File: config.mk
export PLATFORM = sky130hd
export DESIGN_NAME = spi_flash_port
export DESIGN_NICKNAME = d
export VERILOG_FILES = /design/src/rtl/spi_flash_port_pkg.sv /design/src/rtl/cpu_access_qual.sv /design/src/rtl/spi_byte_engine.sv /design/src/rtl/spi_flash_port.sv
export SDC_FILE = /design/constraint.sdc
export NUM_CORES = 1
export LEC_CHECK = 0
export ABC_AREA = 1
export BUFFER_PORTS_ARGS = -buffer_cell sky130_fd_sc_hd__clkbuf_2
export CAP_MARGIN = 20
export CORE_MARGIN = 2
export CORE_UTILIZATION = 40
export CTS_BUF_LIST = sky130_fd_sc_hd__clkbuf_4 sky130_fd_sc_hd__clkbuf_8
export CTS_CLUSTER_DIAMETER = 100
export DETAILED_ROUTE_END_ITERATION = 7
export SLEW_MARGIN = 40
export SYNTH_ARGS = -nofsm -noshare
export SYNTH_HDL_FRONTEND = slang
export SYNTH_SLANG_ARGS = --single-unit
export TNS_END_PERCENT = 50
File: constraint.sdc
create_clock -name clk -period 1.6 [get_ports clk]
set_clock_uncertainty 0.05 [all_clocks]
set_input_delay 0.08 -clock clk [delete_from_list [all_inputs] [get_ports clk]]
set_output_delay 0.08 -clock clk [all_outputs]
set_load 0.01 [all_outputs]
File: src/rtl/spi_flash_port_pkg.sv
package spi_flash_port_pkg;

    localparam int BYTE_W   = 8;
    localparam int CTL_CS   = 0;
    localparam int CTL_MODE = 1;
    localparam int CTL_BUSY = 7;
    localparam logic [BYTE_W-1:0] FILL_BYTE = 8'hFF;

    typedef struct packed {
        logic              cs;
        logic              mode;
        logic [BYTE_W-1:0] rd;
    } port_state_t;

endpackage

File: src/rtl/cpu_access_qual.sv
module cpu_access_qual (
    input  logic clk,
    input  logic rst_n,
    input  logic m2,
    output logic access_level,
    output logic access_pulse
);

    typedef struct packed {
        logic m2_dly;
        logic lvl;
    } qual_t;

    qual_t st_d, st_q;
    logic  qual;

    always_comb begin
        qual       = m2 & st_q.m2_dly;
        st_d       = st_q;
        st_d.m2_dly = m2;
        st_d.lvl    = qual;
    end

    always_ff @(posedge clk) begin
        if (!rst_n) st_q <= '0;
        else        st_q <= st_d;
    end

    assign access_level = qual;
    assign access_pulse = qual & ~st_q.lvl;

    AST_PULSE_SINGLE: assert property (@(posedge clk) disable iff (!rst_n)
        access_pulse |=> !access_pulse);
    AST_PULSE_NEEDS_TWO: assert property (@(posedge clk) disable iff (!rst_n)
        access_pulse |-> (m2 && $past(m2)));

endmodule

File: src/rtl/spi_byte_engine.sv
module spi_byte_engine #(
    parameter int SCK_HALF = 2
) (
    input  logic       clk,
    input  logic       rst_n,
    input  logic       start,
    input  logic [7:0] tx_byte,
    input  logic       miso,
    output logic       busy,
    output logic       sck,
    output logic       mosi,
    output logic [7:0] buf_byte
);

    localparam int DIV_W = (SCK_HALF > 1) ? $clog2(SCK_HALF) : 1;
    localparam logic [DIV_W-1:0] DIV_LAST = DIV_W'(SCK_HALF - 1);

    typedef struct packed {
        logic             busy;
        logic             sck;
        logic [DIV_W-1:0] div;
        logic [2:0]       bitcnt;
        logic [7:0]       shreg;
        logic             samp;
    } eng_t;

    eng_t st_d, st_q;

    always_comb begin
        st_d = st_q;
        if (!st_q.busy) begin
            if (start) begin
                st_d.busy   = 1'b1;
                st_d.sck    = 1'b0;
                st_d.div    = '0;
                st_d.bitcnt = '0;
                st_d.shreg  = tx_byte;
            end
        end else if (st_q.div == DIV_LAST) begin
            st_d.div = '0;
            if (!st_q.sck) begin
                st_d.sck  = 1'b1;
                st_d.samp = miso;
            end else begin
                st_d.sck   = 1'b0;
                st_d.shreg = {st_q.shreg[6:0], st_q.samp};
                if (st_q.bitcnt == 3'd7) st_d.busy = 1'b0;
                else                     st_d.bitcnt = st_q.bitcnt + 3'd1;
            end
        end else begin
            st_d.div = st_q.div + DIV_W'(1);
        end
    end

    always_ff @(posedge clk) begin
        if (!rst_n) st_q <= '0;
        else        st_q <= st_d;
    end

    assign busy     = st_q.busy;
    assign sck      = st_q.sck;
    assign mosi     = st_q.shreg[7];
    assign buf_byte = st_q.shreg;

    AST_SCK_IDLE_LOW: assert property (@(posedge clk) disable iff (!rst_n)
        !busy |-> !sck);
    AST_MOSI_ON_FALL: assert property (@(posedge clk) disable iff (!rst_n)
        (busy && $past(busy) && (mosi != $past(mosi))) |-> $fell(sck));
    AST_NO_RETRIGGER: assert property (@(posedge clk) disable iff (!rst_n)
        (busy && $past(busy)) |-> (st_q.bitcnt >= $past(st_q.bitcnt)));

endmodule

File: src/rtl/spi_flash_port.sv
module spi_flash_port #(
    parameter int SCK_HALF = 2
) (
    input  logic       clk,
    input  logic       rst_n,
    input  logic       m2,
    input  logic       cpu_rnw,
    input  logic       sel_data,
    input  logic       sel_ctrl,
    input  logic [7:0] cpu_wdata,
    output logic [7:0] cpu_rdata,
    output logic       flash_cs_n,
    output logic       flash_sck,
    output logic       flash_mosi,
    input  logic       flash_miso
);
    import spi_flash_port_pkg::*;

    port_state_t st_d, st_q;
    logic acc_lvl, acc_pulse;
    logic busy, start;
    logic [7:0] buf_byte, tx_byte, rd_mux;
    logic rd_ev, wr_ev;

    cpu_access_qual u_qual (
        .clk          (clk),
        .rst_n        (rst_n),
        .m2           (m2),
        .access_level (acc_lvl),
        .access_pulse (acc_pulse)
    );

    spi_byte_engine #(.SCK_HALF(SCK_HALF)) u_eng (
        .clk      (clk),
        .rst_n    (rst_n),
        .start    (start),
        .tx_byte  (tx_byte),
        .miso     (flash_miso),
        .busy     (busy),
        .sck      (flash_sck),
        .mosi     (flash_mosi),
        .buf_byte (buf_byte)
    );

    always_comb begin
        rd_ev   = acc_pulse & cpu_rnw;
        wr_ev   = acc_pulse & ~cpu_rnw;
        start   = !busy && sel_data && (wr_ev || (rd_ev && st_q.mode));
        tx_byte = wr_ev ? cpu_wdata : FILL_BYTE;

        rd_mux = buf_byte;
        if (!sel_data && sel_ctrl) begin
            rd_mux           = '0;
            rd_mux[CTL_BUSY] = busy;
            rd_mux[CTL_MODE] = st_q.mode;
            rd_mux[CTL_CS]   = st_q.cs;
        end

        st_d = st_q;
        if (wr_ev && sel_ctrl && !sel_data) begin
            st_d.cs   = cpu_wdata[CTL_CS];
            st_d.mode = cpu_wdata[CTL_MODE];
        end
        if (!acc_lvl) st_d.rd = rd_mux;
    end

    always_ff @(posedge clk) begin
        if (!rst_n) st_q <= '0;
        else        st_q <= st_d;
    end

    assign cpu_rdata  = st_q.rd;
    assign flash_cs_n = ~st_q.cs;

    AST_CS_TRACKS_WRITE: assert property (@(posedge clk) disable iff (!rst_n)
        (acc_pulse && !cpu_rnw && sel_ctrl && !sel_data) |=> (flash_cs_n == !$past(cpu_wdata[0])));
    AST_AUTO_READ_STARTS: assert property (@(posedge clk) disable iff (!rst_n)
        (acc_pulse && cpu_rnw && sel_data && st_q.mode && !busy) |=> busy);
    AST_INSTR_READ_QUIET: assert property (@(posedge clk) disable iff (!rst_n)
        (acc_pulse && cpu_rnw && sel_data && !st_q.mode && !busy) |=> !busy);
    AST_RDATA_HELD: assert property (@(posedge clk) disable iff (!rst_n)
        (acc_lvl && $past(acc_lvl)) |-> $stable(cpu_rdata));

endmodule

==> results of run 1 <==
timing repair:
item	CTS	global route
hold buffers	4	0
hold endpoints to repair	4	0
buffers inserted	0	0
routing by layer:
metal / up-vias / wire [um]
met5: - / 0
met4: 0 / 41
met3: 5 / 106
met2: 18 / 1130
met1: 480 / 1320
li1: 600 / -
registers in the layout (all words and copies together), names as in the netlist:
register        flops
cpu_rdata           8
u_eng.buf_byte      8
u_eng.st_q          5
st_q                2
u_qual.st_q         2
u_eng.busy          1
u_eng.sck           1
power breakdown:
group / leakage, nW / internal (mW) / switching (mW)
sequential: 0.218 / 0.685 / 0.00795
combinational: 0.453 / 0.0405 / 0.0566
clock: 0.0177 / 0.0939 / 0.204
per-stage QoR:
| stage | utilization | hold slack [ps] |
|---|---|---|
| after floorplan | - | 123 |
| after global placement | 0.457 | 227 |
| after detailed placement | 0.457 | 236 |
| after CTS | 0.480 | 45.3 |
| after global routing | 0.480 | 43.2 |
| final | 0.480 | 46.7 |
synth_stat cells:
master | n | share of area
nand2_4 | 2 | 0.017
inv_4 | 1 | 0.0048
buf_1 | 1 | 0.0029
nor2_1 | 38 | 0.11
clkinv_1 | 1 | 0.0029
o21ai_2 | 8 | 0.054
inv_1 | 12 | 0.035
nor2_4 | 2 | 0.017
buf_6 | 2 | 0.017
a21oi_1 | 6 | 0.023
inv_2 | 1 | 0.0029
nor2_2 | 1 | 0.0048
buf_4 | 8 | 0.046
nand2_1 | 35 | 0.10
ha_1 | 2 | 0.019
buf_2 | 1 | 0.0039
nand3_1 | 3 | 0.012
o21ai_0 | 24 | 0.093
dfxtp_1 | 27 | 0.42
nand2_2 | 1 | 0.0048
nand3_2 | 1 | 0.0077
final timing paths:
path	startpoint	to	slack [ps]
worst min register to register	cpu_rdata[6]	cpu_rdata[6]	430
worst min-delay path	cpu_wdata[3]	u_eng.buf_byte[3]	50
worst max register to register	u_eng.st_q[9]	u_eng.st_q[10]	100
worst max-delay path	u_eng.st_q[9]	u_eng.st_q[10]	100
worst max-delay path, delay by kind of cell (launching register included):
family	cells	cell delay, ps
AO/OA/AOI/OAI	2	330
flip-flops	1	360
adder cells (fa/ha/maj)	2	460
AND/OR/NAND/NOR	2	200
cell families (layout without fill, tap and decap cells):
kind of cell	count (synthesis)	after routing
compound gates	38	38
fa+ha+maj	2	2
buf+inv	27	50
flops	27	27
simple gates	83	83
final cells by class:
cell class | instances | share of cell area
clock buffers | 3 | 0.0154
clock inverters | 1 | 0.00342
inverters | 15 | 0.0402
multi-input cells | 123 | 0.411
flip-flops and latches | 27 | 0.369
well taps | 44 | 0.0376
repair buffers | 31 | 0.123
==> metrics.txt, run 1 <==
register area=541 um^2; number of CTS-inserted buffers=3; outcome=finished clean; worst min path class=in2reg; Antenna Cells=0; most used routing layer=met2; register area share after synthesis=0.418; # rows=20; Via Count=1103; largest net degree at the start of global routing=16; Reg2Reg Depth=6; P_leak=0.689 nW; Final #Nets=218; Critical Path Source Type=register; Avg Cell Area, Syn=7.30 um^2; critical path type=reg2reg; Power Dens Cells=743 nW/um^2; CP Max Fanout=3; met2 Use GR=0.233; Final period util=0.938; Placement Cell Area=1400 um^2; first-pass GRT wire length=4310 um; total core area=3050 um^2; Worst Path Arrival=1680 ps; starting density of the core=0.423; leading cell type in the layout, fill and taps excluded=nor2_1; initial antenna violation count=0; TritonCTS clock tree=built; Slew HR=0.792; DRC=0; number of global-route vias before repair=968; worst hold path depth=5; RSZ-0062 raised after global routing=no; Final Hold Viols=0; final setup TNS=0 ps; CP peak stage delay=360 ps; wire length per cell=10.6 um; clock latency on the worst-skew pair=330 ps; Post-Synth Simple-Gate Area=0.276; Post-Route WL=2600 um; Vias/cell=4.52; Power Total=1.09 mW; endpoints failing setup=0; Synth-to-Final Area Change=13.3%; post-synthesis cell count=177; slowest stage cell, crit path=dfxtp_1; Mapped Area=1290 um^2; Max Cap Viol=0; adder-cell share of the synthesized area=0.0194; Congestion Overflow GR=0; multi-input logic area=602 um^2; Placer Congestion=0.824; Die Span X=60.8 um; largest family of logic cells by synthesized area=simple AND/OR/NAND/NOR gates; design area=1460 um^2; GR Layer Usage met1=0.228; Worst VDD drop=0.287 mV; Slew Limit Fails=0; Place WS=125 ps; die height=60.8 um; post-synthesis mux area share=0; Compound-Gate Fraction of Synth Area=0.170; CTS root buf=clkbuf_4; commonest non-fill, non-tap cells in the layout=nor2_1 (38), nand2_1 (35), dfxtp_1 (27), clkbuf_2 (25), o21ai_0 (24); Worst Setup End Kind=register; initial DRC count=26; Netlist cell types=21; Peak Freq=666 MHz; antenna viol nets, final=0; Max Root-Sink Buffers=2; synthesized flop and latch total=27; met3 global-route usage=0.0256; die area=3700 um^2; H-tree levels=1; post-synth net total=194; YS warnings=0; CP Data Required Time=1770 ps; Least-Margin Pin Slew=310 ps; Final min period=1500 ps; Inst Count DP=236; worst-path cell chain=ha_1 -> ha_1 -> o21ai_0 -> nand2_1 -> nand2_1 -> a21oi_1; share of layout cells above drive strength 1=0.240; I/O pin cnt=26; clock transition at the registers of the reported paths=150 ps; Clock Sinks=27; Synth Area in XOR/XNOR=0; number of gates resized after CTS=0; Layout Cells excl Fill=244; Tot GR Track Use=0.158; hpwl dp=1930 um; PortBufs=25; fin worst setup slack=99.1 ps; Pre-antenna DRT Iters=4; fillers=352
Power figures use the tool's default switching activity.
==> inputs of run 2 (changes only) <==
CAP_MARGIN = not set   (was 20)
HOLD_SLACK_MARGIN = 0.15   (was not set)
==> metrics.txt, run 2 (synthesized netlist as in run 1, its figures left out) <==
Max Root-Sink Buffers=2 (unchanged); RSZ-0062 raised after global routing=no; number of global-route vias before repair=1012 (+4.5%); starting density of the core=0.423 (unchanged); Max Cap Viol=0 (unchanged); final setup TNS=0 ps (unchanged); Reg2Reg Depth=6 (unchanged); CP Max Fanout=3 (unchanged); Clock Sinks=27 (unchanged); clock transition at the registers of the reported paths=140 ps (about the same); DRC=0 (unchanged); CP Data Required Time=1780 ps (about the same); Congestion Overflow GR=0 (unchanged); Vias/cell=4.54 (+0.50%); leading cell type in the layout, fill and taps excluded=nor2_1; CP Buf/Inv Count=0 (unchanged); H-tree levels=1 (unchanged); Critical Path Sink=u_eng.st_q[10]; Worst setup startpoint=u_eng.st_q[9]; commonest non-fill, non-tap cells in the layout=nor2_1 (38), nand2_1 (35), dfxtp_1 (26), clkbuf_2 (25), o21ai_0 (24); r2r setup slk=90 ps (about the same); initial DRC count=22 (-15%); TritonCTS clock tree=built; Peak Freq=662 MHz (-0.58%); Slew Limit Fails=0 (unchanged); critical path type=reg2reg; Post-Route WL=2690 um (+3.7%); Slew HR=0.796 (+0.00357); share of layout cells above drive strength 1=0.233 (-0.00667); Antenna Cells=0 (unchanged); largest net degree at the start of global routing=16 (unchanged); I/O pin cnt=26 (unchanged); wire length per cell=10.6 um (-0.42%); Core Util, Final=0.514 (+0.0340); first-pass GRT wire length=4440 um (+3.0%); PortBufs=25 (unchanged); antenna viol nets, final=0 (unchanged); multi-input logic area=602 um^2 (unchanged); hpwl dp=1930 um (unchanged); FF-to-FF Start=u_eng.st_q[9]; clock latency on the worst-skew pair=330 ps (about the same); initial antenna violation count=0 (unchanged); Layout Cells excl Fill=254 (+4.1%); Final Hold Viols=0 (unchanged); Final period util=0.943 (+0.00546); Pre-antenna DRT Iters=4 (unchanged); Placer Congestion=0.824 (unchanged); Final #Nets=228 (+4.6%); CP peak stage delay=360 ps (about the same); Die Span X=60.8 um (unchanged); number of CTS-inserted buffers=3 (unchanged); total core area=3050 um^2 (unchanged); CTS root buf=clkbuf_4; Worst Path Arrival=1690 ps (about the same); outcome=finished clean; fillers=343 (-2.6%); Place WS=125 ps (unchanged); die area=3700 um^2 (unchanged); register area=544 um^2 (+0.69%); Via Count=1154 (+4.6%); slowest stage cell, crit path=dfxtp_1; # Post-CTS Setup Buffers=0 (unchanged); die height=60.8 um (unchanged); Worst VDD drop=0.286 mV (-0.37%); Least-Margin Pin Slew=305 ps (-5.33 ps); critical path depth=6 (unchanged); Worst Setup End Kind=register; worst min path class=in2reg; Inst Count DP=236 (unchanged); Power Dens Cells=704 nW/um^2 (-5.2%); endpoints failing setup=0 (unchanged); Synth-to-Final Area Change=21.3%; worst-path cell chain=ha_1 -> ha_1 -> o21ai_0 -> nand2_1 -> nand2_1 -> a21oi_1; Final min period=1510 ps (+8.73 ps); FF-to-FF End=u_eng.st_q[10]; fin worst setup slack=90.4 ps (-8.73 ps); CP delay by family, top=adder cells; # rows=20 (unchanged); Tot GR Track Use=0.163 (+0.00526); P_leak=0.733 nW (+6.4%); Critical Path Source Type=register
run 2: cell count changes in the layout (fill, tap and decap cells not counted), sizes merged:
cell         previous run  this run
dlygate4sd3             4        14
run 2: layout make-up:
class                      count  area share
multi-input combinational    123       0.384
sequential                    27       0.347
timing repair buffer          41       0.179
inverter                      15      0.0375
tap                           44      0.0351
clock buffer                   3      0.0144
clock inverter                 1     0.00319
run 2: how the worst min path moves through the flow:
stage                  from        endpoint  slack (ps)  cells after the start
floorplan                m2  u_qual.st_q[1]         120                      2
global placement         m2  u_qual.st_q[1]         230                      3
detailed placement       m2  u_qual.st_q[1]         240                      3
CTS                 cpu_rnw         st_q[8]         180                      4
global route        cpu_rnw         st_q[8]         200                      4
finish              cpu_rnw         st_q[8]         190                      4
run 2: layer usage:
| metal | up-vias | routed length, um | GRT usage |
|---|---|---|---|
| li1 | 620 | - | - |
| met1 | 504 | 1340 | 0.229 |
| met2 | 25 | 1190 | 0.249 |
| met3 | 5 | 120 | 0.0256 |
| met4 | 0 | 41 | 0.0683 |
| met5 | - | 0 | 0 |
run 2: worst reg2reg max path, cell delays in order (launching register included):
cell	delay, ps
dfxtp_1	360
ha_1	210
ha_1	240
o21ai_0	270
nand2_1	130
nand2_1	90
a21oi_1	60
run 2: metrics by stage:
stage	hold slack, ps	power (mW)	cell area [um^2]
floorplan	123	0.768	1290
global placement	227	0.796	1400
detailed placement	236	0.798	1400
CTS	180	1.12	1560
global route	197	1.16	1570
finish	189	1.10	1570
run 2: repair_timing:
item,CTS,global route
hold buffers,14,0
resized for setup,0,2
setup endpoints to repair,0,1
endpoints found under the hold margin,14,0
run 2: where the power goes:
part	total, mW	leakage (nW)	switching (mW)	internal (mW)
clock network	0.297	0.0177	0.203	0.0939
logic	0.115	0.496	0.0603	0.0548
registers	0.692	0.219	0.00791	0.684
total	1.10	0.733	0.271	0.833
==> inputs of run 3 (changes only) <==
CORE_UTILIZATION = 30   (was 40)
PLACE_DENSITY = 0.58   (was not set)
==> metrics.txt, run 3 (synthesized netlist as in run 1, its figures left out) <==
outcome=finished clean; Place WS=231 ps (+106 ps); Congestion Overflow GR=0 (unchanged); endpoints failing setup=0 (unchanged); Inst Count DP=244 (+3.4%); Max Root-Sink Buffers=2 (unchanged); Final min period=1460 ps (-49.0 ps); hold slack=240 ps (+50.5 ps); CP peak stage delay=530 ps (+170 ps); # rows=23 (+15%); Max Cap Viol=0 (unchanged); clock transition at the registers of the reported paths=90 ps (-50 ps); Final period util=0.913 (-0.0306); Pre-antenna DRT Iters=4 (unchanged); Critical Path Source Type=primary input; Clock Sinks=27 (unchanged); Synth-to-Final Area Change=21.9%; CP Data Required Time=1720 ps (-60 ps); CP most frequent cell=nor2_1; Die Span X=69.6 um (+14%); RSZ-0062 raised after global routing=no; die height=69.6 um (+14%); wire length per cell=10.0 um (-5.4%); commonest non-fill, non-tap cells in the layout=nor2_1 (38), nand2_1 (35), dfxtp_1 (27), clkbuf_2 (25), o21ai_0 (24); worst-path cell chain=dlygate4sd3_1 -> clkbuf_2 -> nand2_1 -> nor2_2 -> nand3_2 -> nand2_4 -> inv_2 -> nor2_1 -> nor2_1; fin worst setup slack=139 ps (+49.0 ps); Peak Freq=685 MHz (+3.4%); leading cell type in the layout, fill and taps excluded=nor2_1; Slew HR=0.790 (-0.00557); largest net degree at the start of global routing=16 (unchanged); sequential power share=0.580 (-0.047); Via Count=1113 (-3.6%); die area=4850 um^2 (+31%); number of CTS-inserted buffers=3 (unchanged); total core area=4090 um^2 (+34%); starting density of the core=0.316 (-0.107); Antenna Cells=0 (unchanged); CTS root buf=clkbuf_8; I/O pin cnt=26 (unchanged); Slew Limit Fails=0 (unchanged); Final #Nets=227 (-0.44%); Final Hold Viols=0 (unchanged); H-tree levels=1 (unchanged); first-pass GRT wire length=4610 um (+3.9%); Post-Route WL=2600 um (-3.6%); number of gates resized after CTS=0 (unchanged); Placer Congestion=0.729 (-12%); Least-Margin Pin Slew=313 ps (+8.31 ps); Worst Path Arrival=1580 ps (-110 ps); PortBufs=25 (unchanged); TritonCTS clock tree=built; initial DRC count=44 (+100%); CP Max Fanout=9 (+6); Vias/cell=4.30 (-5.4%); worst hold path depth=4 (unchanged); clock latency on the worst-skew pair=270 ps (-60 ps); switch share=0.234 (-0.0115); worst min path class=in2reg; Reg2Reg Depth=6 (unchanged); share of layout cells above drive strength 1=0.239 (+0.00590); P_leak=0.735 nW (+0.36%); slowest stage cell, crit path=dlygate4sd3_1; critical path type=in2reg; Layout Cells excl Fill=259 (+2.0%); initial antenna violation count=0 (unchanged); hpwl dp=1960 um (+1.7%); DRC=0 (unchanged); Clk pwr share=0.324 (+0.055); Core Util, Final=0.385 (-0.128); Power Dens Cells=757 nW/um^2 (+7.5%); antenna viol nets, final=0 (unchanged); Net Sw Power=279 uW (+3.0%); Worst VDD drop=0.444 mV (+56%); Pint=914 uW (+9.7%); Comb pwr share=0.096 (-0.008); final setup TNS=0 ps (unchanged); Tot GR Track Use=0.114 (-0.0488); fillers=450 (+31%); Worst Setup End Kind=register; number of global-route vias before repair=1055 (+4.2%)
run 3: timing repair:
action | 4_1_cts | 5_1_grt
hold buffers | 11 | 0
endpoints found under the hold margin | 14 | 0
buffers inserted | 0 | 0
run 3: final timing paths:
path	start	to	slack [ps]
setup / recovery	m2	u_eng.buf_byte[6]	140
setup reg to reg	u_eng.st_q[9]	u_eng.st_q[11]	220
hold / removal	cpu_rnw	u_eng.busy	240
hold reg to reg	cpu_rdata[6]	cpu_rdata[6]	410
run 3: power groups by stage:
stage	registers (mW)	clock network [mW]	logic (mW)
3_5_place_dp	0.708	0	0.0957
5_1_grt	0.694	0.431	0.130
4_1_cts	0.692	0.403	0.117
6_report	0.692	0.386	0.115
2_1_floorplan	0.706	0	0.0623
3_3_place_gp	0.708	0	0.0956
run 3: per-layer routing:
metal,routed length [um],global-route usage,vias up
met5,0,0,-
met4,7,0.0128,0
met3,108,0.0320,2
met2,1130,0.194,17
met1,1350,0.149,476
li1,-,-,618
run 3: stage by stage:
step / total power [mW] / instance area (um^2)
finish: 1.19 / 1580
global route: 1.25 / 1580
CTS: 1.21 / 1580
detailed placement: 0.803 / 1420
global placement: 0.803 / 1420
floorplan: 0.768 / 1290
run 3: area by class of cell:
type | instances | area [um^2] | share of cell area
clock buffer | 3 | 41.3 | 0.0262
clock inverter | 1 | 5.00 | 0.00318
inverter | 15 | 58.8 | 0.0373
multi-input combinational | 123 | 602 | 0.382
sequential | 27 | 541 | 0.343
tap | 50 | 62.6 | 0.0397
timing repair buffer | 40 | 265 | 0.168
run 3: critical path, delay by kind of cell:
family	cells	cell delay (ps)
AND/OR/NAND/NOR	6	780
buffers and inverters	3	730
